File: src/rtl/swc_pkg.sv
package swc_pkg;
   typedef enum logic [1:0] {Q1 = 2'd0, Q2 = 2'd1, Q3 = 2'd2, Q4 = 2'd3} qph_t;
   typedef enum logic [1:0] {ST_RUN, ST_SLEEP, ST_RESUME, ST_DUMMY} swc_st_t;
endpackage

File: src/rtl/swc_qphase.sv
module swc_qphase
   import swc_pkg::*;
(
   input  logic clk,
   input  logic rst_n,
   input  logic hold,
   output qph_t ph
);
   always_ff @(posedge clk or negedge rst_n) begin
      if (!rst_n)
         ph <= Q1;
      else if (!hold)
         ph <= qph_t'(ph + 2'd1);
   end
endmodule

File: src/rtl/swc_pend.sv
module swc_pend #(
   parameter int N_SRC = 8
) (
   input  logic [N_SRC-1:0] flag,
   input  logic [N_SRC-1:0] en,
   output logic             req
);
   logic [N_SRC-1:0] hit;
   for (genvar i = 0; i < N_SRC; i++) begin : g_src
      assign hit[i] = flag[i] & en[i];
   end
   assign req = |hit;
endmodule

File: src/rtl/swc_status.sv
module swc_status #(
   parameter bit PRE_EN  = 1'b1,
   parameter bit POST_EN = 1'b1
) (
   input  logic clk,
   input  logic rst_n,
   input  logic sts_rst,
   input  logic commit,
   input  logic wclr,
   output logic cnt_clr,
   output logic pre_clr,
   output logic post_clr,
   output logic to_bit,
   output logic pd_bit
);
   logic clr_q;

   always_ff @(posedge clk or negedge rst_n) begin
      if (!rst_n) begin
         clr_q  <= 1'b0;
         to_bit <= 1'b1;
         pd_bit <= 1'b1;
      end else begin
         clr_q <= commit | wclr;
         if (sts_rst) begin
            to_bit <= 1'b1;
            pd_bit <= 1'b1;
         end else if (commit) begin
            to_bit <= 1'b1;
            pd_bit <= 1'b0;
         end
      end
   end

   assign cnt_clr = clr_q;

   if (PRE_EN) begin : g_pre
      assign pre_clr = clr_q;
   end else begin : g_nopre
      assign pre_clr = 1'b0;
   end

   if (POST_EN) begin : g_post
      assign post_clr = clr_q;
   end else begin : g_nopost
      assign post_clr = 1'b0;
   end


   to_set_chk: assert property (@(posedge clk) disable iff (!rst_n)
      $past(sts_rst) |-> (to_bit && pd_bit));
endmodule

File: src/rtl/swc_sleep_ctrl.sv
module swc_sleep_ctrl
   import swc_pkg::*;
#(
   parameter int N_SRC    = 8,
   parameter int PC_W     = 13,
   parameter int VEC_ADDR = 4,
   parameter bit PRE_EN   = 1'b1,
   parameter bit POST_EN  = 1'b1
) (
   input  logic              clk,
   input  logic              rst_n,
   input  logic              sts_rst,
   input  logic              sleep_op,
   input  logic              wdtclr_op,
   input  logic              gie,
   input  logic [N_SRC-1:0]  irq_flag,
   input  logic [N_SRC-1:0]  irq_en,
   output logic [1:0]        qphase,
   output logic              asleep,
   output logic              fetch_stall,
   output logic              cnt_clr,
   output logic              pre_clr,
   output logic              post_clr,
   output logic              to_bit,
   output logic              pd_bit,
   output logic              redirect,
   output logic [PC_W-1:0]   redirect_addr
);
   localparam logic [PC_W-1:0] VEC_L = VEC_ADDR[PC_W-1:0];

   if (N_SRC < 1 || N_SRC > 64) begin : g_bad_src
      $error("swc_sleep_ctrl: N_SRC must be 1..64");
   end
   if (PC_W < 3 || PC_W > 30) begin : g_bad_pcw
      $error("swc_sleep_ctrl: PC_W must be 3..30");
   end
   if (VEC_ADDR < 0 || VEC_ADDR >= (1 << PC_W)) begin : g_bad_vec
      $error("swc_sleep_ctrl: VEC_ADDR does not fit PC_W");
   end

   qph_t    ph;
   swc_st_t st;
   logic    wake_req;
   logic    nop_q;
   logic    vec_q;
   logic    commit;
   logic    wclr;

   swc_qphase u_ph (
      .clk   (clk),
      .rst_n (rst_n),
      .hold  (st == ST_SLEEP),
      .ph    (ph)
   );

   swc_pend #(.N_SRC(N_SRC)) u_pend (
      .flag (irq_flag),
      .en   (irq_en),
      .req  (wake_req)
   );

   assign commit = (st == ST_RUN) && (ph == Q4) && sleep_op && !nop_q;
   assign wclr   = (st == ST_RUN) && (ph == Q4) && wdtclr_op;

   swc_status #(.PRE_EN(PRE_EN), .POST_EN(POST_EN)) u_sts (
      .clk      (clk),
      .rst_n    (rst_n),
      .sts_rst  (sts_rst),
      .commit   (commit),
      .wclr     (wclr),
      .cnt_clr  (cnt_clr),
      .pre_clr  (pre_clr),
      .post_clr (post_clr),
      .to_bit   (to_bit),
      .pd_bit   (pd_bit)
   );

   always_ff @(posedge clk or negedge rst_n) begin
      if (!rst_n) begin
         st    <= ST_RUN;
         nop_q <= 1'b0;
         vec_q <= 1'b0;
      end else begin
         case (st)
            ST_RUN: begin
               if (ph == Q1)
                  nop_q <= 1'b0;
               else if (ph == Q2 && sleep_op)
                  nop_q <= wake_req;
               if (commit)
                  st <= ST_SLEEP;
            end
            ST_SLEEP: begin
               if (wake_req) begin
                  st    <= ST_RESUME;
                  vec_q <= gie;
               end
            end
            ST_RESUME: begin
               if (ph == Q4)
                  st <= vec_q ? ST_DUMMY : ST_RUN;
            end
            default: begin
               if (ph == Q4)
                  st <= ST_RUN;
            end
         endcase
      end
   end

   assign qphase        = ph;
   assign asleep        = (st == ST_SLEEP);
   assign fetch_stall   = asleep;
   assign redirect      = (st == ST_DUMMY);
   assign redirect_addr = redirect ? VEC_L : '0;


   sleep_wake_chk: assert property (@(posedge clk) disable iff (!rst_n)
      (asleep && wake_req) |=> (!asleep && !fetch_stall && qphase == 2'd0));

   sleep_phase_chk: assert property (@(posedge clk) disable iff (!rst_n)
      asleep |-> (qphase == 2'd0));

   nop_keep_chk: assert property (@(posedge clk) disable iff (!rst_n)
      (ph == Q4 && nop_q) |=> (!asleep && !cnt_clr && $stable(pd_bit) && $stable(to_bit)));

   clr_single_chk: assert property (@(posedge clk) disable iff (!rst_n)
      cnt_clr |=> !cnt_clr);

   pd_drop_chk: assert property (@(posedge clk) disable iff (!rst_n)
      $fell(pd_bit) |-> (asleep && cnt_clr));

   redirect_src_chk: assert property (@(posedge clk) disable iff (!rst_n)
      $rose(redirect) |-> ($past(st) == ST_RESUME && vec_q));
endmodule

File: config.mk
export PLATFORM = sky130hd
export DESIGN_NAME = swc_sleep_ctrl
export DESIGN_NICKNAME = d
export VERILOG_FILES = /design/src/rtl/swc_pkg.sv /design/src/rtl/swc_qphase.sv /design/src/rtl/swc_pend.sv /design/src/rtl/swc_status.sv /design/src/rtl/swc_sleep_ctrl.sv
export SDC_FILE = /design/constraint.sdc
export NUM_CORES = 1
export LEC_CHECK = 0
export ABC_AREA = 0
export BUFFER_PORTS_ARGS = -buffer_cell sky130_fd_sc_hd__buf_2
export CORE_MARGIN = 10
export CORE_UTILIZATION = 37
export CTS_CLUSTER_DIAMETER = 80
export DETAILED_ROUTE_END_ITERATION = 8
export GPL_TIMING_DRIVEN = 1
export PLACE_DENSITY = 0.76
export SLEW_MARGIN = 20
export SYNTH_ARGS = -nofsm -noshare
export SYNTH_HDL_FRONTEND = slang
export SYNTH_HIERARCHICAL = 1
export SYNTH_SLANG_ARGS = --single-unit
File: constraint.sdc
create_clock -name clk -period 1.7 [get_ports clk]
set_clock_uncertainty 0.15 [all_clocks]
set_input_delay 0.34 -clock clk [delete_from_list [all_inputs] [get_ports clk]]
set_output_delay 0.34 -clock clk [all_outputs]
set_load 0.005 [all_outputs]
==> flow_summary_export.csv, run 1 <==
group,metric,value,unit
outcome,status,"finished, final reports clean",
clocking,clock_latency,0.25,ns
setup_path,regToRegStartpoint,"u_ph/ph[0]",
clocking,cts-buffers-inserted,3,
power_and_ir_drop,power.share.clock,15.8,%
layout,layout-drive-gt1-share,46.1,%
setup_path,r2r_cells,3,
die,die_area,3480,um2
drt,vias,473,
power_and_ir_drop,p_sw_share,35.5,%
power_and_ir_drop,seqPwrFrac,40.4,%
drt,drc_errors,0,
layout,layout_commonest_cell,"buf_2",
clocking,cts_setup_buffers,0,
global_route,grt_pass1_vias,489,
clocking,cts_tree,"built",
synthesis,synthTopCellsByArea,"dfrtp_1 (31%), buf_4 (23%), a22oi_1 (5.3%)",
clocking,cts_resized,0,
timing,min_period,1.62,ns
place,detailed_place.area,652,um2
timing,fmax,616,MHz
layout,syn_to_final_growth,22.2,%
synthesis,syn_area_per_cell,9.54,um2
timing,hold_violations,0,
power_and_ir_drop,power_density,1400,nW/um2
layout,antenna_cells,0,
global_route,grt_pass1_wl,2.14,mm
synthesis,yosysWarnings,6,
setup_path,r2r-end,"st[0]",
drt,wirelength,1.46,mm
hold_path,hold_depth,2,
die,rows,14,
synthesis,synthFlopType,"dfrtp_1",
synthesis,yosysSeqAreaShare,35.8,%
setup_path,endpoint_kind,"output port",
setup_path,crit_required,1.21,ns
hold_path,worstHoldPathType,"input pin to register",
setup_path,cp-start-kind,"register",
timing,finalSetupViolCount,0,
layout,final_area,688,um2
layout,final_cell_mix,"buf_2 (31), conb_1 (13), dfrtp_1 (7)",
synthesis,synthCells,59,
global_route,overflow,0,
die,die_y,59.0,um
power_and_ir_drop,cellLeakagePower,0.393,nW
global_route,track_usage,7.95,%
clocking,cts_root_buf,"clkbuf_4",
clocking,path_clk_slew,0.05,ns
drt,firstDrtPassIters,1,
place,dp_cells,100,
synthesis,synth_top_area_share,31.1,%
setup_path,cp-startpoint,"st[1]",
drt,viasPerCell,4.50,
setup_path,reg2reg_slack,0.24,ns
place,place_congestion,0.804,
power_and_ir_drop,internal_power,0.623,mW
setup_path,critical_path_class,"register to output port",
layout,fin_cells,105,
drt,wl_per_cell,13.9,um
flow_run,maxCapViolCount,0,
global_route,antenna_found_initial,0,
clocking,clk_path_buf_depth,2,
place,port_buffers,31,
drt,drtAntennaViolNets,0,
drt,drt_iter0_drc,0,
synthesis,synth.ff_latch_count,8,
place,dp_hpwl,1.24,mm
synthesis,synth_edf_count,0,
die,core,1470,um2
power_and_ir_drop,p_sw,0.343,mW
die,die_w,59.0,um
clocking,cts_sinks,8,
timing,post-route-period-util,95.4,%
setup_path,critPathMaxFanout,8,
synthesis,synthArstFlopShare,100,%
setup_path,endpoint,"fetch_stall",
clocking,hold_buffers,1,
timing,slew_viol_final,0,
layout,nets,112,
setup_path,critPathArrivalTime,1.13,ns
synthesis,yosys.area.top_type,"dfrtp_1",
die,start_util,38.3,%
timing,fin_tns_setup,0,ns
power_and_ir_drop,power_frac_comb,43.8,%
global_route,grt_max_degree,9,
power_and_ir_drop,irDropWorstVdd,0.700,mV
synthesis,yosysUniqueCellTypes,28,
clocking,h-tree-depth,1,
timing,rsz0062_at_grt,"no",
synthesis,synth_area,563,um2
die,ios,45,
-- area by class of cell --
class | count | area (um2)
Inverter | 2 | 7.51
Timing Repair Buffer | 32 | 165
Sequential cell | 8 | 201
Multi-Input combinational cell | 43 | 268
Tap cell | 16 | 20.0
Clock buffer | 4 | 26.3
Fill cell | 156 | 783
-- critical path, stage by stage, from the launching register on --
cell     delay, ns
dfrtp_1       0.45
and2b_2       0.29
buf_2         0.14
-- metrics by stage --
stage / power [mW] / setup slack [ns] / hold slack (ns) / util (%)
2_1_floorplan: 0.715 / 0.324 / -0.106 / -
3_3_place_gp: 0.803 / 0.226 / 0.0375 / 44.3
3_5_place_dp: 0.820 / 0.179 / 0.0419 / 44.3
4_1_cts: 0.983 / 0.0634 / 0.110 / 46.8
5_1_grt: 1.06 / 0.0160 / 0.106 / 46.8
6_report: 0.966 / 0.0779 / 0.120 / 46.8
-- flip-flops by register name, summed over array words and instances, names as in the netlist --
| signal | count |
|---|---|
| nop_q | 1 |
| st | 2 |
| u_ph/ph | 2 |
| u_sts/cnt_clr | 1 |
| u_sts/pd_bit | 1 |
| vec_q | 1 |
-- power by group through the flow --
stage / combinational [mW] / clock (mW) / sequential [mW]
floorplan: 0.345 / 0 / 0.370
global placement: 0.416 / 0 / 0.386
detailed placement: 0.428 / 0 / 0.392
CTS: 0.431 / 0.160 / 0.392
global route: 0.475 / 0.175 / 0.411
finish: 0.423 / 0.153 / 0.390
-- how the worst min path moves through the flow --
stage,startpoint,to
after floorplan,rst_n,nop_q
after global routing,sts_rst,u_sts/pd_bit
final,sts_rst,u_sts/pd_bit
after global placement,rst_n,u_ph/ph[0]
after CTS,sts_rst,u_sts/pd_bit
after detailed placement,rst_n,vec_q
-- metal layers --
metal / vias to the layer above / share of wire, % / routed length (um) / track usage, %
met5: - / 0 / 0 / 0
met4: 0 / 0 / 0 / 1.97
met1: 221 / 37 / 535 / 7.24
met2: 22 / 53 / 769 / 14.1
met3: 0 / 11 / 155 / 5.36
li1: 230 / - / - / -
-- cells in the mapped netlist (2+ instances only) --
master	instances
dfrtp_1	7
buf_4	17
a22oi_1	4
nand2_1	4
inv_1	2
and3_1	2
conb_1	2
-- logic make-up (layout without fill, tap and decap cells) --
kind of cell / Yosys count / after routing / synth area share [%]
other: 2 / 13 / 1.33
multiplexers: 1 / 1 / 2.00
flip-flops: 8 / 8 / 35.8
AO/OA/AOI/OAI: 9 / 9 / 12.2
XOR/XNOR: 2 / 2 / 4.45
AND/OR/NAND/NOR: 18 / 18 / 20.2
buffers and inverters: 19 / 38 / 24.0
Note: power is estimated with default switching activity, not from simulation.
==> inputs of run 2 (changes only) <==
--- a/config.mk
+++ b/config.mk
@@ -8,13 +8,12 @@
 export ABC_AREA = 0
 export BUFFER_PORTS_ARGS = -buffer_cell sky130_fd_sc_hd__buf_2
 export CORE_MARGIN = 10
-export CORE_UTILIZATION = 37
+export CORE_UTILIZATION = 38
 export CTS_CLUSTER_DIAMETER = 80
 export DETAILED_ROUTE_END_ITERATION = 8
 export GPL_TIMING_DRIVEN = 1
-export PLACE_DENSITY = 0.76
+export PLACE_DENSITY = 0.77
 export SLEW_MARGIN = 20
 export SYNTH_ARGS = -nofsm -noshare
 export SYNTH_HDL_FRONTEND = slang
-export SYNTH_HIERARCHICAL = 1
 export SYNTH_SLANG_ARGS = --single-unit
==> run 2 against run 1 <==
  * Clock power about the same
  * Routed wire length fell by 5.5%
  * Sequential share of layout area down 1.2 points
  * Register-to-register slack better by 0.13 ns
  * Sequential power is 5% lower
  * Synthesized cell count increased by 5.1%
  * Count of clock-buffer cells in the layout is the same
  * Combinational power rose by 9.9%
  * Worst hold slack better by 0.0086 ns
  * Cell area up 4.4%
  * Total power grew 2.6%
  * Critical path depth stayed put
  * Critical path type unchanged
==> flow_summary_export.csv, run 2 <==
group,metric,value,unit
setup_path,endpoint_kind,"output port",
layout,final_util,48.2,%
timing,slew_viol_final,0,
layout,nets,117,
timing,hold_slack,0.128,ns
synthesis,synthCells,62,
die,die_y,59.7,um
hold_path,hold_depth,2,
setup_path,r2r-end,"vec_q",
die,die_w,59.7,um
setup_path,path_buf_inv,1,
synthesis,yosysSeqAreaShare,33.7,%
synthesis,synthFlopType,"dfrtp_1",
setup_path,reg2reg_slack,0.37,ns
timing,fin_tns_setup,0,ns
clocking,path_clk_slew,0.06,ns
setup_path,cp-start-kind,"register",
drt,vias,466,
hold_path,worstHoldPathType,"input pin to register",
layout,final_cell_mix,"buf_2 (31), conb_1 (13), dfrtp_1 (7)",
die,ios,45,
timing,worst_slack,0.116,ns
clocking,clock_latency,0.26,ns
global_route,grt_util_met3,5.30,%
power_and_ir_drop,totalPowerFinal,0.991,mW
synthesis,ys_top_cells_by_count,"buf_4 (17), dfrtp_1 (7), a22oi_1 (4), nand2_1 (4)",
synthesis,synth_top_area_share,29.3,%
global_route,overflow,0,
global_route,busiest_layer,"met2",
synthesis,yosysUniqueCellTypes,27,
die,rows,14,
drt,drc_errors,0,
synthesis,syn_area_per_cell,9.65,um2
timing,hold_violations,0,
timing,min_period,1.58,ns
layout,layout-drive-gt1-share,45.1,%
place,dp_hpwl,1.27,mm
synthesis,synth_edf_count,0,
layout,reg.largest.list,"st x2, u_ph.ph x2",
global_route,track_usage,8.29,%
die,core,1490,um2
outcome,status,"finished, final reports clean",
synthesis,yosysWarnings,0,
place,place_congestion,0.641,
drt,firstDrtPassIters,3,
setup_path,r2r_cells,3,
setup_path,crit_required,1.21,ns
place,port_buffers,31,
setup_path,path_depth,2,
setup_path,critPathSlowestCell,"dfrtp_1",
place,detailed_place.area,682,um2
die,start_util,40.2,%
layout,layout_commonest_cell,"buf_2",
drt,drt_iter0_drc,10,
timing,rsz0062_at_grt,"no",
global_route,grt_max_degree,9,
setup_path,critPathArrivalTime,1.09,ns
setup_path,path_delay_family,"flip-flops",
layout,fin_cells,107,
global_route,antenna_found_initial,0,
global_route,grt_pass1_vias,526,
synthesis,yosys.area.top_type,"dfrtp_1",
clocking,cts_sinks,8,
setup_path,critical_path_class,"register to output port",
setup_path,max_stage_delay,0.47,ns
clocking,cts_tree,"built",
clocking,h-tree-depth,1,
setup_path,path_cells,"nor2b_4, buf_2",
power_and_ir_drop,power_density,1380,nW/um2
global_route,met1_usage,7.27,%
timing,post-route-period-util,93.2,%
hold_path,hp-start,"sts_rst",
clocking,cts_root_buf,"clkbuf_4",
synthesis,synth.ff_latch_count,8,
synthesis,yosysMostFrequentCell,"buf_4",
power_and_ir_drop,cellLeakagePower,0.422,nW
layout,final_area,718,um2
place,post-place-ws,0.189,ns
drt,wirelength,1.38,mm
synthesis,synthArstFlopShare,100,%
power_and_ir_drop,irDropWorstVdd,0.743,mV
timing,fmax,631,MHz
flow_run,maxCapViolCount,0,
synthesis,synth_area,598,um2
global_route,met2_usage,14.9,%
drt,viasPerCell,4.36,
timing,finalSetupViolCount,0,
die,die_area,3560,um2
clocking,cts-buffers-inserted,3,
synthesis,synthTopCellsByArea,"dfrtp_1 (29%), buf_4 (21%), ha_1 (6.3%)",
global_route,grt_pass1_wl,2.26,mm
layout,syn_to_final_growth,20.1,%
clocking,clk_path_buf_depth,2,
layout,antenna_cells,0,
drt,drtAntennaViolNets,0,
drt,wl_per_cell,12.9,um
setup_path,critPathMaxFanout,6,
hold_path,worstHoldEndpoint,"u_sts.pd_bit",
place,dp_cells,102,
setup_path,regToRegStartpoint,"st[1]",
## run 2: cell types whose count changed in the layout (fill, tap and decap cells not counted), sizes merged, moves of 2 or more
cell / before / now
and2b: 2 / 0
nor2b: 0 / 2
and3: 2 / 0
ha: 0 / 3
mux2i: 0 / 2
## run 2: final cells by class
cell class | count | area (um2)
Tap cell | 16 | 20.0
Sequential cell | 8 | 201
Inverter | 3 | 11.3
Clock buffer | 4 | 26.3
Fill cell | 152 | 771
Multi-Input combinational cell | 44 | 294
Timing Repair Buffer | 32 | 165
## run 2: worst register-to-register path, cell delays in order, from the launching register on
cell and delay, ns:
dfrtp_1 0.47, nor2b_4 0.22, nand2_2 0.08, mux2_4 0.30
## run 2: cell families after synthesis
logic type,count (synthesis),synth area share [%]
flops,8,33.7
simple gates,14,13.6
buf+inv,21,24.1
xor+xnor,1,1.46
mux,4,7.74
other cells,2,1.26
fa+ha+maj,3,6.28
compound gates,9,11.9
## run 2: worst max-delay path by stage
stage	from	end
finish	st[1]	fetch_stall
detailed placement	irq_flag[1]	vec_q
global placement	irq_flag[1]	vec_q
CTS	st[1]	fetch_stall
global route	st[1]	asleep
floorplan	irq_flag[1]	vec_q
## run 2: per-layer routing
| metal | vias up | wire, um |
|---|---|---|
| met5 | - | 0 |
| met3 | 3 | 125 |
| met1 | 212 | 458 |
| li1 | 234 | - |
| met4 | 0 | 7 |
| met2 | 17 | 788 |
## run 2: timing repair
action	in CTS	in global routing
hold buffers	1	0
hold endpoints to repair	8	0
resized for setup	0	0
setup buffers	0	0
## run 2: where the power goes
group / internal, mW / switching, mW
clock: 0.0898 / 0.0659
combinational: 0.258 / 0.207
sequential: 0.280 / 0.0908
==> inputs of run 3 (changes only) <==
--- a/config.mk
+++ b/config.mk
@@ -5,14 +5,16 @@
 export SDC_FILE = /design/constraint.sdc
 export NUM_CORES = 1
 export LEC_CHECK = 0
-export ABC_AREA = 0
+export ABC_AREA = 1
 export BUFFER_PORTS_ARGS = -buffer_cell sky130_fd_sc_hd__buf_2
+export CELL_PAD_IN_SITES_DETAIL_PLACEMENT = 1
+export CELL_PAD_IN_SITES_GLOBAL_PLACEMENT = 1
 export CORE_MARGIN = 10
-export CORE_UTILIZATION = 38
+export CORE_UTILIZATION = 25
 export CTS_CLUSTER_DIAMETER = 80
 export DETAILED_ROUTE_END_ITERATION = 8
 export GPL_TIMING_DRIVEN = 1
-export PLACE_DENSITY = 0.77
+export PLACE_DENSITY_LB_ADDON = 0.1
 export SLEW_MARGIN = 20
 export SYNTH_ARGS = -nofsm -noshare
 export SYNTH_HDL_FRONTEND = slang
==> run 3 against run 2 <==
  * Sequential power fell by 5%
  * Highest routed layer unchanged
  * Critical endpoint is now asleep
  * Non-clock buffer count did not move
  * Fmax rose by 1.8%
  * First-iteration DRC count rose by 10%
==> flow_summary_export.csv, run 3 <==
group,metric,value,unit
drt,drtAntennaViolNets,0,
synthesis,synth_top_family_by_area,"simple AND/OR/NAND/NOR gates",
outcome,status,"finished, final reports clean",
layout,fin_cells,149,
synthesis,synth_mux_area_share,0,%
place,dp_hpwl,1.54,mm
layout,reg.largest.list,"st x2, u_ph.ph x2",
timing,hold_slack,0.120,ns
timing,slew_viol_final,0,
synthesis,yosys.area.top_type,"dfrtp_1",
power_and_ir_drop,cellLeakagePower,0.489,nW
drt,wl_per_cell,11.8,um
setup_path,reg2reg_slack,0.45,ns
global_route,grt_max_degree,9,
power_and_ir_drop,irDropWorstVdd,0.511,mV
timing,post-route-period-util,91.5,%
synthesis,yosysWarnings,0,
synthesis,yosysUniqueCellTypes,17,
drt,wirelength,1.75,mm
drt,drc_errors,0,
layout,layout-drive-gt1-share,33.6,%
layout,seqCellArea,201,um2
power_and_ir_drop,totalPowerFinal,1.06,mW
synthesis,synthTopCellsByArea,"dfrtp_1 (28%), buf_4 (20%), nand2_1 (20%)",
synthesis,ys_top_cells_by_count,"nand2_1 (33), buf_4 (17), dfrtp_1 (7), inv_1 (6), nor2_1 (6)",
global_route,grt_util_met3,4.24,%
synthesis,synthCells,89,
clocking,cts_sinks,8,
global_route,busiest_layer,"met2",
die,die_y,70.2,um
synthesis,yosysMostFrequentCell,"nand2_1",
place,detailed_place.area,737,um2
timing,fin_tns_setup,0,ns
synthesis,synth.ff_latch_count,8,
setup_path,critPathArrivalTime,1.07,ns
drt,firstDrtPassIters,3,
hold_path,worstHoldPathType,"input pin to register",
timing,worst_slack,0.144,ns
die,ios,45,
synthesis,yosys.area_share.simple,30.2,%
layout,nets,145,
synthesis,synth_area,631,um2
clocking,clock_latency,0.26,ns
clocking,cts_root_buf,"clkbuf_4",
drt,vias,583,
setup_path,critical_path_class,"register to output port",
synthesis,synth_edf_count,0,
drt,viasPerCell,3.91,
clocking,h-tree-depth,1,
global_route,overflow,0,
die,die_area,4930,um2
layout,nFillCells,332,
layout,multi_input_area,310,um2
layout,final_util,31.8,%
synthesis,synthArstFlopShare,100,%
global_route,antenna_found_initial,0,
global_route,track_usage,7.02,%
setup_path,regToRegStartpoint,"u_ph.ph[0]",
synthesis,yosysSeqAreaShare,31.9,%
synthesis,synthFlopType,"dfrtp_1",
timing,min_period,1.56,ns
synthesis,syn_area_per_cell,7.09,um2
hold_path,worstHoldEndpoint,"u_sts.pd_bit",
setup_path,r2r_cells,5,
setup_path,r2r-end,"st[0]",
layout,final_area,773,um2
layout,final_cell_mix,"nand2_1 (33), buf_2 (31), conb_1 (13)",
timing,hold_violations,0,
setup_path,critPathMaxFanout,7,
layout,antenna_cells,0,
global_route,met1_usage,6.34,%
die,start_util,25.9,%
die,die_w,70.2,um
clocking,cts_tree,"built",
die,core,2430,um2
clocking,path_clk_slew,0.06,ns
global_route,met2_usage,12.2,%
hold_path,hold_depth,3,
layout,syn_to_final_growth,22.6,%
synthesis,synthAdderAreaFrac,5.95,%
hold_path,hp-start,"sts_rst",
synthesis,synth_top_area_share,27.8,%
setup_path,cp-start-kind,"register",
drt,drt_iter0_drc,11,
synthesis,yosys.area_share.xor_xnor,1.39,%
clocking,clk_path_buf_depth,2,
setup_path,crit_required,1.21,ns
synthesis,synth_compound_area_share,3.97,%
place,dp_cells,144,
timing,rsz0062_at_grt,"no",
power_and_ir_drop,power_density,1380,nW/um2
place,port_buffers,31,
setup_path,endpoint_kind,"output port",
layout,layout_commonest_cell,"nand2_1",
clocking,cts-buffers-inserted,3,
timing,finalSetupViolCount,0,
global_route,grt_pass1_wl,2.84,mm
die,rows,18,
place,place_congestion,0.682,
clocking,cts_setup_buffers,0,
timing,fmax,643,MHz
global_route,grt_pass1_vias,626,
flow_run,maxCapViolCount,0,
place,post-place-ws,0.351,ns
==> run 3: per-layer routing <==
layer | vias up | share of wire [%]
met4 | 0 | 1.5
met5 | - | 0
met1 | 266 | 37
met3 | 2 | 8.7
li1 | 296 | -
met2 | 19 | 53
==> run 3: kinds of logic (layout without fill, tap and decap cells) <==
family,after synthesis,count (layout)
flip-flops,8,8
adder cells (fa/ha/maj),3,3
buffers and inverters,25,44
AO/OA/AOI/OAI,5,5
AND/OR/NAND/NOR,45,45
other,2,13
XOR/XNOR,1,1
==> run 3: area by class of cell <==
cell class / instances / area share [%]
Multi-Input combinational cell: 67 / 40.1
Sequential cell: 8 / 26.1
Timing Repair Buffer: 32 / 21.4
Tap cell: 30 / 4.85
Inverter: 8 / 4.21
Clock buffer: 4 / 3.40
==> run 3: power by group <==
part           total (mW)  internal, mW  switching [mW]
registers           0.353         0.277          0.0760
logic               0.549         0.226           0.323
clock network       0.162        0.0902          0.0722
==> run 3: worst max path at each step <==
stage | start | end | slack (ns) | depth (start not counted)
6_report | st[1] | asleep | 0.14 | 4
5_1_grt | st[1] | asleep | 0.04 | 4
4_1_cts | st[1] | asleep | 0.12 | 4
3_5_place_dp | irq_flag[3] | st[1] | 0.35 | 9
3_3_place_gp | irq_flag[3] | st[0] | 0.37 | 9
2_1_floorplan | st[1] | fetch_stall | 0.48 | 4
==> run 3: critical path, cell delays in order (launching register included) <==
cell     delay, ns
dfrtp_1       0.41
inv_2         0.10
nand2_4       0.09
inv_4         0.09
buf_2         0.11
==> run 3: what timing repair did <==
| item | CTS | global route |
|---|---|---|
| hold buffers | 1 | 0 |
| endpoints found under the hold margin | 7 | 0 |
| gates resized for setup | 0 | 0 |
